<file path="src/rtl/rtc_irq_pkg.sv">
package rtc_irq_pkg;

  localparam int DEF_NUM_SRC    = 5;
  localparam int DEF_DATA_W     = 32;
  localparam int DEF_ADDR_W     = 4;

  localparam int SRC_CAL_START  = 0;
  localparam int SRC_CAL_DONE   = 1;
  localparam int SRC_COMPARE    = 2;
  localparam int SRC_ONE_SEC    = 3;
  localparam int SRC_ALARM      = 4;

  typedef enum logic [1:0] {
    SEL_MASK  = 2'd0,
    SEL_EVENT = 2'd1,
    SEL_RAW   = 2'd2,
    SEL_NONE  = 2'd3
  } reg_sel_e;

  // next sticky state: a new edge always wins over a clear
  function automatic logic [DEF_DATA_W-1:0] sticky_next(
    input logic [DEF_DATA_W-1:0] cur,
    input logic [DEF_DATA_W-1:0] clr,
    input logic [DEF_DATA_W-1:0] rise
  );
    return (cur & ~clr) | rise;
  endfunction

  // any pending event that is also unmasked
  function automatic logic irq_any(
    input logic [DEF_DATA_W-1:0] evt,
    input logic [DEF_DATA_W-1:0] ena
  );
    return |(evt & ena);
  endfunction

endpackage

</file>
<file path="src/rtl/rtc_irq_edge.sv">
module rtc_irq_edge #(
  parameter int NUM_SRC = 5
) (
  input  logic               clk,
  input  logic               rst_n,
  input  logic [NUM_SRC-1:0] src_i,
  output logic [NUM_SRC-1:0] lvl_o,
  output logic [NUM_SRC-1:0] rise_o
);

  logic [NUM_SRC-1:0] lvl_q;

  for (genvar k = 0; k < NUM_SRC; k++) begin : g_bit
    always_ff @(posedge clk or negedge rst_n) begin
      if (!rst_n) lvl_q[k] <= 1'b0;
      else        lvl_q[k] <= src_i[k];
    end
    assign rise_o[k] = src_i[k] & ~lvl_q[k];
  end

  assign lvl_o = lvl_q;

  AST_RAW_TRACKS_SRC: assert property (@(posedge clk) disable iff (!rst_n)
    1'b1 |=> (lvl_o == $past(src_i)));

endmodule

</file>
<file path="src/rtl/rtc_irq_evt.sv">
module rtc_irq_evt
  import rtc_irq_pkg::*;
#(
  parameter int NUM_SRC = 5
) (
  input  logic               clk,
  input  logic               rst_n,
  input  logic [NUM_SRC-1:0] rise_i,
  input  logic [NUM_SRC-1:0] clr_i,
  output logic [NUM_SRC-1:0] evt_o
);

  localparam int PADW = DEF_DATA_W - NUM_SRC;

  logic [NUM_SRC-1:0]    evt_q;
  logic [DEF_DATA_W-1:0] nxt_full;
  logic [NUM_SRC-1:0]    unused_nxt_hi;

  assign nxt_full = sticky_next({{PADW{1'b0}}, evt_q},
                                {{PADW{1'b0}}, clr_i},
                                {{PADW{1'b0}}, rise_i});

  always_ff @(posedge clk or negedge rst_n) begin
    if (!rst_n) evt_q <= '0;
    else        evt_q <= nxt_full[NUM_SRC-1:0];
  end

  assign unused_nxt_hi = nxt_full[NUM_SRC-1:0] ^ evt_q;
  assign evt_o = evt_q;

  AST_EDGE_SETS_EVT: assert property (@(posedge clk) disable iff (!rst_n)
    (rise_i != '0) |=> ((evt_o & $past(rise_i)) == $past(rise_i)));

  AST_EVT_ONLY_ON_EDGE: assert property (@(posedge clk) disable iff (!rst_n)
    1'b1 |=> ((evt_o & ~$past(evt_o) & ~$past(rise_i)) == '0));

  AST_W1C_CLEARS: assert property (@(posedge clk) disable iff (!rst_n)
    ((clr_i & ~rise_i) != '0) |=> ((evt_o & $past(clr_i & ~rise_i)) == '0));

  AST_SET_BEATS_CLEAR: assert property (@(posedge clk) disable iff (!rst_n)
    ((clr_i & rise_i) != '0) |=> ((evt_o & $past(clr_i & rise_i)) == $past(clr_i & rise_i)));

endmodule

</file>
<file path="src/rtl/rtc_irq_regs.sv">
module rtc_irq_regs
  import rtc_irq_pkg::*;
#(
  parameter int NUM_SRC  = 5,
  parameter int DATA_W   = 32,
  parameter int ADDR_W   = 4,
  parameter int OFS_MASK = 0,
  parameter int OFS_EVT  = 4,
  parameter int OFS_RAW  = 8
) (
  input  logic               clk,
  input  logic               rst_n,
  input  logic               wr_en_i,
  input  logic [ADDR_W-1:0]  wr_addr_i,
  input  logic [DATA_W-1:0]  wr_data_i,
  input  logic [ADDR_W-1:0]  rd_addr_i,
  input  logic [NUM_SRC-1:0] evt_i,
  input  logic [NUM_SRC-1:0] lvl_i,
  output logic [NUM_SRC-1:0] ena_o,
  output logic [NUM_SRC-1:0] clr_o,
  output logic [DATA_W-1:0]  rd_data_o,
  output logic               upd_pulse_o
);

  localparam int                STROBE_BIT = DATA_W - 1;
  localparam int                PADW       = DATA_W - NUM_SRC;
  localparam logic [ADDR_W-1:0] A_MASK     = ADDR_W'(OFS_MASK);
  localparam logic [ADDR_W-1:0] A_EVT      = ADDR_W'(OFS_EVT);
  localparam logic [ADDR_W-1:0] A_RAW      = ADDR_W'(OFS_RAW);

  logic [NUM_SRC-1:0] ena_q;
  logic               upd_q;
  logic               hit_mask;
  logic               hit_evt;
  logic               strobe_req;
  reg_sel_e           rsel;
  logic [DATA_W-NUM_SRC-2:0] unused_wdata_mid;

  assign hit_mask   = wr_en_i && (wr_addr_i == A_MASK);
  assign hit_evt    = wr_en_i && (wr_addr_i == A_EVT);
  assign strobe_req = hit_evt && wr_data_i[STROBE_BIT];
  assign clr_o      = hit_evt ? wr_data_i[NUM_SRC-1:0] : '0;
  assign unused_wdata_mid = wr_data_i[STROBE_BIT-1:NUM_SRC];

  always_ff @(posedge clk or negedge rst_n) begin
    if (!rst_n) begin
      ena_q <= '0;
      upd_q <= 1'b0;
    end else begin
      if (hit_mask) ena_q <= wr_data_i[NUM_SRC-1:0];
      upd_q <= strobe_req;
    end
  end

  always_comb begin
    if      (rd_addr_i == A_MASK) rsel = SEL_MASK;
    else if (rd_addr_i == A_EVT)  rsel = SEL_EVENT;
    else if (rd_addr_i == A_RAW)  rsel = SEL_RAW;
    else                          rsel = SEL_NONE;
  end

  always_comb begin
    case (rsel)
      SEL_MASK:  rd_data_o = {{PADW{1'b0}}, ena_q};
      SEL_EVENT: rd_data_o = {{PADW{1'b0}}, evt_i};
      SEL_RAW:   rd_data_o = {{PADW{1'b0}}, lvl_i};
      default:   rd_data_o = '0;
    endcase
  end

  assign ena_o       = ena_q;
  assign upd_pulse_o = upd_q;

  AST_PULSE_FROM_WRITE: assert property (@(posedge clk) disable iff (!rst_n)
    upd_pulse_o |-> $past(wr_en_i && (wr_addr_i == A_EVT) && wr_data_i[STROBE_BIT]));

  AST_WRITE_GIVES_PULSE: assert property (@(posedge clk) disable iff (!rst_n)
    (wr_en_i && (wr_addr_i == A_EVT) && wr_data_i[STROBE_BIT]) |=> upd_pulse_o);

  AST_MASK_HOLDS: assert property (@(posedge clk) disable iff (!rst_n)
    !(wr_en_i && (wr_addr_i == A_MASK)) |=> $stable(ena_o));

  AST_UNMAPPED_ZERO: assert property (@(posedge clk) disable iff (!rst_n)
    ((rd_addr_i != A_MASK) && (rd_addr_i != A_EVT) && (rd_addr_i != A_RAW)) |-> (rd_data_o == '0));

endmodule

</file>
<file path="src/rtl/rtc_irq_ctrl.sv">
module rtc_irq_ctrl
  import rtc_irq_pkg::*;
#(
  parameter int NUM_SRC = DEF_NUM_SRC,
  parameter int DATA_W  = DEF_DATA_W,
  parameter int ADDR_W  = DEF_ADDR_W
) (
  input  logic               clk,
  input  logic               rst_n,
  input  logic [NUM_SRC-1:0] src_i,
  input  logic               wr_en_i,
  input  logic [ADDR_W-1:0]  wr_addr_i,
  input  logic [DATA_W-1:0]  wr_data_i,
  input  logic [ADDR_W-1:0]  rd_addr_i,
  output logic [DATA_W-1:0]  rd_data_o,
  output logic               irq_o,
  output logic               upd_pulse_o
);

  localparam int PADW = DEF_DATA_W - NUM_SRC;

  logic [NUM_SRC-1:0] lvl_w;
  logic [NUM_SRC-1:0] rise_w;
  logic [NUM_SRC-1:0] clr_w;
  logic [NUM_SRC-1:0] evt_w;
  logic [NUM_SRC-1:0] ena_w;

  rtc_irq_edge #(.NUM_SRC(NUM_SRC)) i_edge (
    .clk    (clk),
    .rst_n  (rst_n),
    .src_i  (src_i),
    .lvl_o  (lvl_w),
    .rise_o (rise_w)
  );

  rtc_irq_evt #(.NUM_SRC(NUM_SRC)) i_evt (
    .clk    (clk),
    .rst_n  (rst_n),
    .rise_i (rise_w),
    .clr_i  (clr_w),
    .evt_o  (evt_w)
  );

  rtc_irq_regs #(
    .NUM_SRC (NUM_SRC),
    .DATA_W  (DATA_W),
    .ADDR_W  (ADDR_W)
  ) i_regs (
    .clk         (clk),
    .rst_n       (rst_n),
    .wr_en_i     (wr_en_i),
    .wr_addr_i   (wr_addr_i),
    .wr_data_i   (wr_data_i),
    .rd_addr_i   (rd_addr_i),
    .evt_i       (evt_w),
    .lvl_i       (lvl_w),
    .ena_o       (ena_w),
    .clr_o       (clr_w),
    .rd_data_o   (rd_data_o),
    .upd_pulse_o (upd_pulse_o)
  );

  assign irq_o = irq_any({{PADW{1'b0}}, evt_w}, {{PADW{1'b0}}, ena_w});

  AST_IRQ_NEEDS_MASK: assert property (@(posedge clk) disable iff (!rst_n)
    irq_o |-> (ena_w != '0));

  AST_IRQ_NEEDS_EVT: assert property (@(posedge clk) disable iff (!rst_n)
    irq_o |-> (evt_w != '0));

  AST_IDLE_AFTER_RESET: assert property (@(posedge clk) disable iff (!rst_n)
    $rose(rst_n) |-> (!irq_o && !upd_pulse_o));

endmodule

</file>
<file path="config.mk">
export PLATFORM = sky130hd
export DESIGN_NAME = rtc_irq_ctrl
export DESIGN_NICKNAME = d
export VERILOG_FILES = /design/src/rtl/rtc_irq_pkg.sv /design/src/rtl/rtc_irq_edge.sv /design/src/rtl/rtc_irq_evt.sv /design/src/rtl/rtc_irq_regs.sv /design/src/rtl/rtc_irq_ctrl.sv
export SDC_FILE = /design/constraint.sdc
export NUM_CORES = 1
export LEC_CHECK = 0
export BUFFER_PORTS_ARGS = -buffer_cell sky130_fd_sc_hd__buf_2
export CORE_ASPECT_RATIO = 2
export CORE_MARGIN = 4
export CORE_UTILIZATION = 35
export CTS_CLUSTER_SIZE = 28
export DETAILED_ROUTE_END_ITERATION = 10
export PLACE_DENSITY = 0.74
export REMOVE_ABC_BUFFERS = 1
export SLEW_MARGIN = 20
export SYNTH_ARGS = -nofsm -noshare
export SYNTH_HDL_FRONTEND = slang
export SYNTH_SLANG_ARGS = --single-unit
</file>
<file path="constraint.sdc">
create_clock -name clk -period 2.5 [get_ports clk]
set_clock_uncertainty 0.2 [all_clocks]
set_input_delay 0.375 -clock clk [delete_from_list [all_inputs] [get_ports clk]]
set_output_delay 0.375 -clock clk [all_outputs]
set_load 0.03 [all_outputs]
</file>
==> impl_metrics.toml <==
[synth]
ys_seq_elements = 16
synth.largest_area_cell = "dfrtp_1"
synth.area.top_cells = "dfrtp_1 (41%), buf_4 (21%), mux2_4 (7.6%)"
synthXorXnorAreaFrac = 0
synth_warnings = 0
synth_simple_gate_area_frac = 0.128
async_reset_ff_frac = 1.00
ys_seq_area_frac = 0.406
synth-adder-area-share = 0
muxShareOfSynthArea = 0.127
synth_ff_type = "dfrtp_1"
synth_compound_area_frac = 0.0939
synth_top_family_by_area = "buffers and inverters"
synth.most_common_cell = "buf_4"
synth-edff-count = 0
synth_top_area_frac = 0.406
synth_area_um2 = 986
netlist_instances = 100
syn_avg_cell_area_um2 = 9.86
synthTopCellsByCount = "buf_4 (27), dfrtp_1 (16), nand2_1 (12)"
synth.distinct_cells = 18

[worst_hold_path]
holdCritStartpoint = "src_i[0]"
whs_path_depth = 1
hp-class = "in -> reg"

[finish]
diodes = 0
stdcell_count = 159
drive_gt1_frac = 0.346
postLayoutCoreUtil = 0.404
n_fill_cell = 288
final_nets = 179
syn2layout_area_growth_pct = 12.2
design_area_um2 = 1110

[setup_path]
r2r-start = "i_regs.ena_o[0]"
required_ps = 1920
crit_type = "reg -> out"
start_kind = "register"
cp.arrival_ps = 1320
end_kind = "output pin"
reg2reg_depth = 1
path_max_fanout = 3
critPathLaunch = "i_evt.evt_o[1]"

[route]
routed_wl_um = 1900
wl_per_cell_um = 11.9
drtIter0Drc = 13
viasPerCell = 4.42
firstDrtPassIters = 4
vias = 702
ant_nets = 0
drc = 0

[pwr]
finalPower_mw = 0.704
sequentialPowerShare = 0.435
p_sw_mw = 0.213
power_per_cell_area_nw_per_um2 = 637
p_comb_frac = 0.250
leakagePower_nw = 0.591
ir_drop_mv = 0.318
sw_frac_of_total = 0.303
p_int_mw = 0.491
clkPwrFrac = 0.315

[clock_tree]
cts_buffers = 3
clockRootBuffer = "clkbuf_8"
cts_tree = "built"
cts_setup_buffers = 0
htreeDepth = 1
cts_buffer_depth = 2
clk_pin_slew_ps = 60
clock_sinks = 16
worst_skew_pair.late_latency_ps = 240

[sta]
rsz0062_at_grt = "no"
period_share = 0.757
period_needed_ps = 1890
hold_viol = 0
postLayoutSetupSlackWorst_ps = 608
holdWs_ps = 46.2
setup_violations = 0
setup_tns_ps = 0
slew_violations = 0
max_freq_mhz = 529

[run]
maxCapViolCount = 0

[placed_design]
dp_hpwl_um = 1600
routabilityCongestion = 0.764
dpl-instance-area_um2 = 1040
dp_worst_setup_slack_ps = 593
placedCellCount = 154
port_buffers = 28

[die]
core_region_area_um2 = 2740
die_w_um = 45.5
rows = 27
initial_core_util = 0.360
die_h_um = 83.1
dieArea_um2 = 3780
ios = 82

[grt]
grtUsageTotal = 0.106
grt_pass1_wl_um = 3050
grt_max_degree = 17
grt_overflow = 0
grt_antenna_before_repair = 0
grt_pass1_vias = 693

[outcome]
status = "finished clean"
placed cells by master (no fill, tap or decap), drive strengths merged:
master and count:
a21oi 5, dfrtp 16, mux2 5, mux2i 5, nand2 12, nor2b 1
o21ai 10, conb 27, dlygate4sd3 1, or4b 1, clkbuf 4, inv 5
buf 28, nor2 2, a22oi 1, or2 6, a222oi 1
routing by layer:
layer,global-route usage,part of all wire
met5,0,0
met2,0.181,0.53
met3,0.0174,0.11
met4,0.0773,0.045
met1,0.106,0.32
cell families (layout without fill, tap and decap cells):
logic type             after synthesis  in the layout
muxes                               10             10
AOI/OAI and AO/OA                   17             17
buffers and inverters               34             38
and+or+nand+nor                     22             22
other                                1             27
DFF                                 16             16
worst max-delay path, cell delays in order, from the launching register on:
cell and delay [ps]:
dfrtp_1 370, mux2i_1 70, or2_2 270, a21oi_1 140
buf_2 220
worst paths after layout:
check,to,slack (ps)
worst max-delay path,rd_data_o[1],610
worst min-delay path,i_edge.lvl_o[0],50
worst max register to register,i_regs.ena_o[0],1510
worst min register to register,i_evt.evt_o[4],270
max in group asynchronous,i_regs.ena_o[0],1470
min in group asynchronous,i_evt.evt_o[1],370
power by group through the flow:
stage | logic (mW) | registers (mW) | clock network [mW]
floorplan | 0.133 | 0.304 | 0
global placement | 0.171 | 0.309 | 0
detailed placement | 0.175 | 0.311 | 0
CTS | 0.177 | 0.306 | 0.231
global route | 0.190 | 0.310 | 0.243
finish | 0.176 | 0.307 | 0.222
final cells by class:
type | instances | area (µm²) | area share
Inverter | 5 | 18.8 | 0.0170
Tap cell | 29 | 36.3 | 0.0328
Timing Repair Buffer | 29 | 150 | 0.136
Multi-Input combinational cell | 76 | 445 | 0.403
Clock buffer | 4 | 55.1 | 0.0498
Sequential cell | 16 | 400 | 0.362
sequential cells by signal, indices dropped and copies added (netlist names):
name	count
i_edge.lvl_o	5
i_evt.evt_o	5
i_regs.ena_o	5
i_regs.upd_pulse_o	1
repair_timing:
item,4_1_cts,5_1_grt
hold buffers,1,0
hold endpoints to repair,16,0
resized for setup,0,0
(Power assumes the default switching activity.)
